**config.mk**
```make
export PLATFORM = sky130hd
export DESIGN_NAME = ee_responder
export DESIGN_NICKNAME = d
export VERILOG_FILES = /design/src/rtl/ee_resp_pkg.sv /design/src/rtl/ee_sclk_edge.sv /design/src/rtl/ee_word_store.sv /design/src/rtl/ee_frame_ctrl.sv /design/src/rtl/ee_responder.sv
export SDC_FILE = /design/constraint.sdc
export NUM_CORES = 1
export LEC_CHECK = 0
export ABC_AREA = 0
export ABC_CLOCK_PERIOD_IN_PS = 6100
export BUFFER_PORTS_ARGS = -buffer_cell sky130_fd_sc_hd__buf_2
export CORE_MARGIN = 2
export CORE_UTILIZATION = 30
export DETAILED_ROUTE_END_ITERATION = 10
export GPL_TIMING_DRIVEN = 0
export SYNTH_ARGS = -nofsm -noshare
export SYNTH_HDL_FRONTEND = slang
export SYNTH_HIERARCHICAL = 1
export SYNTH_SLANG_ARGS = --single-unit
```
**constraint.sdc**
```tcl
create_clock -name clk -period 6.1 [get_ports clk]
set_input_delay 0.915 -clock clk [delete_from_list [all_inputs] [get_ports clk]]
set_output_delay 0.915 -clock clk [all_outputs]
set_load 0.05 [all_outputs]
```
**src/rtl/ee_resp_pkg.sv**
```systemverilog
// Shared definitions for the serial EEPROM responder.
// Assumes: a 3-bit command field and 16-bit storage words.
package ee_resp_pkg;

    localparam int          CMD_W    = 3;
    localparam logic [2:0]  CMD_READ = 3'b110;

    // Frame phases: command collection, address collection, word transmit,
    // and a quiet phase used after an unknown command or a finished word.
    typedef enum logic [1:0] {
        PH_CMD  = 2'd0,
        PH_ADDR = 2'd1,
        PH_XMIT = 2'd2,
        PH_QUIET = 2'd3
    } phase_t;

endpackage

```
**src/rtl/ee_sclk_edge.sv**
```systemverilog
// Finds rising and falling serial clock edges by oversampling.
// Assumes: sclk is synchronous to clk and holds each level for at least one
// clk cycle. Both pulses last one clk cycle, in the cycle the new level is seen.
module ee_sclk_edge (
    input  logic clk,
    input  logic rst_n,
    input  logic sclk,
    output logic rise,
    output logic fall
);

    logic sclk_q;

    // Remember the serial clock level from the previous block clock.
    always_ff @(posedge clk) begin
        if (!rst_n) begin
            sclk_q <= 1'b0;
        end else begin
            sclk_q <= sclk;
        end
    end

    assign rise = sclk & ~sclk_q;
    assign fall = ~sclk & sclk_q;

endmodule

```
**src/rtl/ee_word_store.sv**
```systemverilog
// Word storage with a parallel write port and an asynchronous read port.
// Assumes: contents are loaded before serial reads; no reset of the array.
module ee_word_store #(
    parameter int WORDS = 64,
    parameter int DW    = 16,
    localparam int AW   = $clog2(WORDS)
) (
    input  logic          clk,
    input  logic          wr_en,
    input  logic [AW-1:0] wr_addr,
    input  logic [DW-1:0] wr_data,
    input  logic [AW-1:0] rd_addr,
    output logic [DW-1:0] rd_data
);

    logic [DW-1:0] mem [WORDS];

    // Store a preload word.
    always_ff @(posedge clk) begin
        if (wr_en) begin
            mem[wr_addr] <= wr_data;
        end
    end

    assign rd_data = mem[rd_addr];

endmodule

```
**src/rtl/ee_frame_ctrl.sv**
```systemverilog
// Serial frame decoder and transmitter.
// Collects the command and address on rising sclk edges. After a read
// address it drives a dummy zero, then shifts the word out MSB first on
// falling edges. Assumes: rise and fall come from an oversampling detector,
// and deasserted sel acts as a frame reset.
module ee_frame_ctrl
    import ee_resp_pkg::*;
#(
    parameter int AW = 6,
    parameter int DW = 16,
    localparam int CW = $clog2(DW + 1)
) (
    input  logic          clk,
    input  logic          rst_n,
    input  logic          sel,
    input  logic          sdi,
    input  logic          rise,
    input  logic          fall,
    output logic [AW-1:0] rd_addr,
    input  logic [DW-1:0] rd_data,
    output logic          sdo,
    output logic          sdo_oe
);

    localparam logic [CW-1:0] CMD_LAST  = CW'(CMD_W - 1);
    localparam logic [CW-1:0] ADDR_LAST = CW'(AW - 1);
    localparam logic [CW-1:0] DATA_END  = CW'(DW);

    phase_t          phase;
    logic [CW-1:0]   cnt;
    logic [CMD_W-1:0] cmd_q;
    logic [AW-1:0]   addr_q;
    logic [DW-1:0]   shift_q;
    logic [CMD_W-1:0] cmd_next;

    // Next command and address values, including the bit on sdi.
    always_comb begin
        cmd_next = {cmd_q[CMD_W-2:0], sdi};
        rd_addr  = {addr_q[AW-2:0], sdi};
    end

    // Frame sequencing, bit counting and output drive.
    always_ff @(posedge clk) begin
        if (!rst_n || !sel) begin
            phase   <= PH_CMD;
            cnt     <= '0;
            cmd_q   <= '0;
            addr_q  <= '0;
            shift_q <= '0;
            sdo     <= 1'b0;
            sdo_oe  <= 1'b0;
        end else begin
            unique case (phase)
                PH_CMD: begin
                    if (rise) begin
                        cmd_q <= cmd_next;
                        if (cnt == CMD_LAST) begin
                            cnt   <= '0;
                            phase <= (cmd_next == CMD_READ) ? PH_ADDR : PH_QUIET;
                        end else begin
                            cnt <= cnt + 1'b1;
                        end
                    end
                end
                PH_ADDR: begin
                    if (rise) begin
                        addr_q <= rd_addr;
                        if (cnt == ADDR_LAST) begin
                            cnt     <= '0;
                            shift_q <= rd_data;
                            sdo     <= 1'b0;
                            sdo_oe  <= 1'b1;
                            phase   <= PH_XMIT;
                        end else begin
                            cnt <= cnt + 1'b1;
                        end
                    end
                end
                PH_XMIT: begin
                    if (fall) begin
                        if (cnt == DATA_END) begin
                            sdo    <= 1'b0;
                            sdo_oe <= 1'b0;
                            phase  <= PH_QUIET;
                        end else begin
                            sdo     <= shift_q[DW-1];
                            shift_q <= {shift_q[DW-2:0], 1'b0};
                            cnt     <= cnt + 1'b1;
                        end
                    end
                end
                PH_QUIET: begin
                    sdo    <= 1'b0;
                    sdo_oe <= 1'b0;
                end
                default: phase <= PH_CMD;
            endcase
        end
    end

    // the drive starts only on a rising serial clock edge
    p_drive_on_rise_r4: assert property (@(posedge clk) disable iff (!rst_n)
        $rose(sdo_oe) |-> $past(rise));

    // the first driven bit is the dummy zero
    p_dummy_zero_r5: assert property (@(posedge clk) disable iff (!rst_n)
        $rose(sdo_oe) |-> !sdo);

    // a driven bit changes only after a falling serial clock edge
    p_bit_on_fall_r6: assert property (@(posedge clk) disable iff (!rst_n)
        (sdo_oe && $past(sdo_oe) && (sdo != $past(sdo))) |-> $past(fall));

    // the drive ends on a falling edge or on chip select removal
    p_release_r7: assert property (@(posedge clk) disable iff (!rst_n)
        $fell(sdo_oe) |-> ($past(fall) || !$past(sel)));

endmodule

```
**src/rtl/ee_responder.sv**
```systemverilog
// Top of the three-wire serial EEPROM responder.
// Joins the edge detector, the word store and the frame controller.
// Assumes: WORDS is 64 or 256, and every input is synchronous to clk.
module ee_responder #(
    parameter int WORDS = 64,
    parameter int DW    = 16,
    localparam int AW   = $clog2(WORDS)
) (
    input  logic          clk,
    input  logic          rst_n,
    input  logic          load_en,
    input  logic [AW-1:0] load_addr,
    input  logic [DW-1:0] load_data,
    input  logic          sel,
    input  logic          sclk,
    input  logic          sdi,
    output logic          sdo,
    output logic          sdo_oe
);

    if (WORDS != 64 && WORDS != 256) begin : g_bad_size
        $error("ee_responder: WORDS must be 64 or 256");
    end

    logic          sclk_rise;
    logic          sclk_fall;
    logic [AW-1:0] rd_addr;
    logic [DW-1:0] rd_data;

    ee_sclk_edge i_edge (
        .clk   (clk),
        .rst_n (rst_n),
        .sclk  (sclk),
        .rise  (sclk_rise),
        .fall  (sclk_fall)
    );

    ee_word_store #(.WORDS(WORDS), .DW(DW)) i_store (
        .clk     (clk),
        .wr_en   (load_en),
        .wr_addr (load_addr),
        .wr_data (load_data),
        .rd_addr (rd_addr),
        .rd_data (rd_data)
    );

    ee_frame_ctrl #(.AW(AW), .DW(DW)) i_ctrl (
        .clk     (clk),
        .rst_n   (rst_n),
        .sel     (sel),
        .sdi     (sdi),
        .rise    (sclk_rise),
        .fall    (sclk_fall),
        .rd_addr (rd_addr),
        .rd_data (rd_data),
        .sdo     (sdo),
        .sdo_oe  (sdo_oe)
    );

    // removing chip select stops the drive by the next clock
    p_sel_clears_r8: assert property (@(posedge clk) disable iff (!rst_n)
        !sel |=> !sdo_oe);

endmodule

```
======== Word-level counts from Yosys, hierarchy flattened ========
Memories as Yosys holds them, arrays and structs flattened.
Cells that the tools add are included.
Widths: inputs -> output; s select.
storage, ports and cells
  bits of input ports ..................... 28
  bits in latches ......................... 0
  RAM bits ................................ 1,024
  bits in read-only memories .............. 0
  register bits ........................... 33
  memories kept ........................... 1
  output and inout bits ................... 2
memories
  name         depth  width  read ports  clocked after Yosys merged registers in  wr ports  RTL line             text
  i_store.mem  64     16     1           0                                        1         ee_word_store.sv:16  logic [DW-1:0] mem [WORDS];
operators by class
  multiplexer cells ....................... 32
  reduce and logical (&&, ||, !) cells .... 14
  divide/modulo/power cells ............... 0
  shifts and indexed selects .............. 0
  equality and inequality tests ........... 14
  add/sub/neg operators ................... 1
  bitwise logic cells ..................... 4
  multiply operators ...................... 0
  $lt $le $gt $ge ......................... 0
operators by type and width
  kind                 number
  $mux 16              4
  $pmux 16 s2          1
  $mux 5               6
  $pmux 5 s3           1
  $reduce_and 5->1     3
  $mux 2               7
  $ne 2x1->1 const B   6
  $mux 1               10
  $reduce_and 7->1     1
  $pmux 1 s3           2
  $pmux 2 s3           1
  $reduce_bool 3->1    2
  $add 5x1->5 const B  1
  $eq 5x2->1 const B   1
  $eq 5x3->1 const B   1
  $eq 5x5->1 const B   1
  $eq 2x2->1 const B   2
  $reduce_and 2->1     2
  $reduce_and 4->1     1
  $eq 3x3->1 const B   1
  $and 1x1->1          2
  $eq 2x1->1 const B   1
  $logic_not 1->1      2
  $logic_not 2->1      1
  other kinds (4)      5

======== Depth between registers and ports, before layout ========
  depth in word-level cells ............... 5
  gate-level depth with buffers ........... 13
  gate-level depth less buffers ........... 7

======== Hierarchy ========
Netlist, hierarchy kept.
modules (own cells, without submodules)
  module         sequential area each (um2)  cells an instance  area each (um2)  times used
  ee_word_store  30,749.5                    1,813              39,721.8         1
  ee_frame_ctrl  640.6                       189                1,799.2          1
  ee_sclk_edge   20.0                        4                  38.8             1

======== Worst setup path after synthesis ========
Ideal clock, no wire load.
  path type ............................... input-to-reg
  start point ............................. in load_addr[3]
  end point ............................... mem i_store.mem[48][0] (enable)
  cell stages on the path ................. 4
  data arrival time ....................... 2,541 ps
  slack ................................... 3,150 ps
  required time ........................... 5,691 ps
  buffers on the path ..................... 1
  cell sequence ........................... clkbuf_1 -> nor2b_1 -> nand4b_1 -> nor3_1
RTL lines
  what         RTL line             text
  from (decl)  ee_responder.sv:12   input logic [AW-1:0] load_addr,
  to (decl)    ee_word_store.sv:16
No word-level cell before the write port.

======== Final worst setup path ========
  start point ............................. reg i_ctrl.addr_q[1]
  end point ............................... reg i_ctrl.shift_q[1]
on the way
  cells in the longest elaborated chain, start to end .. 4
RTL lines
  what                    RTL line             text
  from (decl)             ee_frame_ctrl.sv:32  logic [AW-1:0] addr_q;
  from (signal assigned)  ee_frame_ctrl.sv:67  addr_q <= rd_addr;
  $mem_v2 64x16           -
  via rd_data[1]          ee_responder.sv:28   logic [DW-1:0] rd_data;
  $mux 16                 ee_frame_ctrl.sv:68  if (cnt == ADDR_LAST) begin
  $mux 16                 ee_frame_ctrl.sv:66  if (rise) begin
  $pmux 16 s2             ee_frame_ctrl.sv:53  unique case (phase)
  to (signal assigned)    ee_frame_ctrl.sv:70  shift_q <= rd_data;
  to (signal assigned)    ee_frame_ctrl.sv:87  shift_q <= {shift_q[DW-2:0], 1'b0};
  to (decl)               ee_frame_ctrl.sv:33  logic [DW-1:0] shift_q;
The timed path passes the listed nets, and every way through them passes these cells. The select of a mux whose other input is x is not followed.
A chain may end at the register's enable or synchronous reset.

==> run metrics <==
status=completed; via/cell ratio=~5.2; Post-CTS Hold Fix Bufs=0; Yosys reg bits=roughly 1100; non-filler cells in the finished layout=4070; Sink Count=approximately 1100; final layout net count=approximately 2200; Final Cell Area=~48000 sq um; endpoints failing hold=0; final period utilization=between 60% and 70%; DRT Pass-1 Iters=6; wire length per cell=about 27 um; GPL Wtd Cong=between 0.8 and 0.9; Longest Clk Path Bufs=3; postcts setup bufs=0; total grt overflow=0; antenna viol nets, final=0; worst setup path class=reg2reg; Reg clk slew, reported paths=0.07 ns; layout cells sized above 1=between 20% and 30%; vias in the first global route=21100; leak pwr=about 15 nW; Avg Inst Size Synth=just over 20 sq um; GR Util All Layers=between 10% and 20%; worst slack, placed=approximately 2 ns; DP HPWL=70600 um; most frequent cells in the layout=edfxtp_1 (1024), mux4_2 (220), clkbuf_16 (106), mux2i_1 (100), nand2_1 (75); PortBufs=24; share of the synthesized area in the top cell type=74.0%; antenna violations before repair=14; Slew Viols, Final=0; startpoint types=flop; placed insts=3871; worst clock skew=~0.022 ns; setup violators final=0; unrepaired setup endpoints after global routing=no; placed cell area=about 45000 sq um; Multi-input gate area=about 9500 sq um; asr flop ratio synth=0%; post-synth net total=approximately 2000; DRT Wirelength=between 100000 and 150000 um; Starting Density=about 30%; DRC violations left=0; die width=about 380 um; Top Ports=30; CTS tree=built; WHS=around 0.45 ns; worst hold path type=in2reg; adder-cell area share of the yosys netlist=less than 1%; core area=roughly 140000 sq um; main combinational cell family by area after synthesis=multiplexers; sequential cell area fraction in the yosys report=75.6%; Post-Syn Instances=between 2000 and 2500; pwr dens=slightly above 300 nW/um^2; Skew-Pair Late Insertion Delay=roughly 0.7 ns; Die Height=376 um; htree depth=3; WP data arrival=between 4 and 5 ns; Register Area=31400 sq um; Fillers=12600; PostCTS Resize Cnt=0; routed via count=~21000; CTS root buf=clkbuf_16; Ys Warns=6; commonest non-fill, non-tap cell in the layout=edfxtp_1; Tmin final=3.69 ns; max frequency=around 0.27 GHz; compound-gate portion of the synthesized area=under 10%; largest net degree at the start of global routing=65; first-pass GRT wire length=between 150000 and 200000 um; Synth cell types=just over 60; DRT iter0 DRCs=~2400; Area growth syn-to-layout=16.2%; worst slew pin tran=1.43 ns; worst setup margin=2.41 ns; EDFF count, synth=1024; endpoint class of the critical path=flop; TNS Setup=0 ns; Synth area leader=edfxtp_1; Primary FF master, synth=edfxtp_1; Die Area=roughly 140000 sq um; top cells by area, synth=edfxtp_1 (74%), mux4_2 (12%), mux2i_1 (2.4%); Row Count=between 100 and 150; Syn Std Cell Area=a little over 40000 sq um; CTS buffer count=103; slew margin rel.=under 10%; worst vdd ir=approximately 0.27 mV; XOR/XNOR Fraction of Synth Area=0.0211%; peak fanout along the critical path=10; post-synthesis simple-gate area fraction=under 10%; maxcap violations=0; multiplexer share of the synthesized area=15.3%; WP data required=between 6 and 7 ns
==> path summary, 6_finish.rpt <==
kind                         start                 to  slack, ns  cells past startpoint
setup reg to reg  i_ctrl/addr_q[1]  i_ctrl/shift_q[1]       2.41                     10
setup / recovery  i_ctrl/addr_q[1]  i_ctrl/shift_q[1]       2.41                     10
hold / removal               rst_n      i_edge/sclk_q       0.45                      2
hold reg to reg    i_ctrl/cmd_q[1]    i_ctrl/cmd_q[1]       0.47                      2
==> critical path, cell delays in order (launching register included) <==
cell      delay [ns]
dfxtp_1         0.36
buf_2           0.30
buf_2           0.37
buf_2           0.44
buf_2           0.43
mux2i_1         0.49
nand3_1         0.16
a31oi_1         0.50
a311oi_1        0.20
mux2i_1         0.19
a211oi_1        0.09
==> kinds of logic after synthesis <==
family,count (synthesis)
adders and majority gates,10
muxes,351
xor gates and xnor gates,1
buffers and inverters,123
AOI/OAI and AO/OA,190
and+or+nand+nor,274
DFF,1057
==> per-layer routing <==
metal	track usage [%]	vias to the layer above	share of wire (%)
met3	3.74	209	9.8
met4	4.50	14	3.2
li1	-	8725	-
met1	21.2	11200	41
met2	23.4	1042	46
met5	0	-	0.071
==> power by group <==
group	internal (W)	switching [W]	total [W]	leakage [nW]
clock	0.00372	0.00276	0.00648	1.67
combinational	0.000161	0.000317	0.000478	3.48
sequential	0.00801	0.0000115	0.00802	9.48
==> stage by stage <==
| step | power [W] | util [%] |
|---|---|---|
| final | 0.0150 | 35.1 |
| after floorplan | 0.00840 | - |
| after CTS | 0.0151 | 35.1 |
| after global routing | 0.0154 | 35.1 |
| after global placement | 0.00862 | 31.9 |
| after detailed placement | 0.00865 | 32.5 |
==> layout make-up <==
cell class | instances | area share, %
antenna | 5 | 0.0259
multi-input combinational | 826 | 19.6
timing repair buffer | 73 | 1.78
inverter | 6 | 0.0466
buffer | 117 | 1.68
sequential | 1057 | 65.0
clock buffer | 124 | 5.63
tap | 1794 | 4.65
clock inverter | 68 | 1.54
==> cells in the mapped netlist (8+ instances only) <==
cell type	instances
a211o_1	8
a211oi_1	13
a211oi_2	12
a21oi_1	45
a221oi_1	16
a22oi_1	39
a311oi_1	8
a31oi_1	12
buf_2	40
buf_4	17
buf_6	18
clkbuf_1	26
dfxtp_1	33
edfxtp_1	1024
ha_1	10
mux2_2	27
mux2i_1	100
mux4_2	220
nand2_1	75
nand3_1	34
nand4_1	17
nor2_1	74
nor2b_1	35
==> sequential cells by signal (all words and copies together) (netlist names) <==
| signal | cells |
|---|---|
| i_store/mem | 1024 |
| i_ctrl/shift_q | 16 |
| i_ctrl/addr_q | 5 |
| i_ctrl/cnt | 5 |
| i_ctrl/cmd_q | 2 |
| i_ctrl/phase | 2 |
| i_ctrl/sdo | 1 |
| i_ctrl/sdo_oe | 1 |
| i_edge/sclk_q | 1 |
No activity file was read; power rests on OpenSTA's default activity.
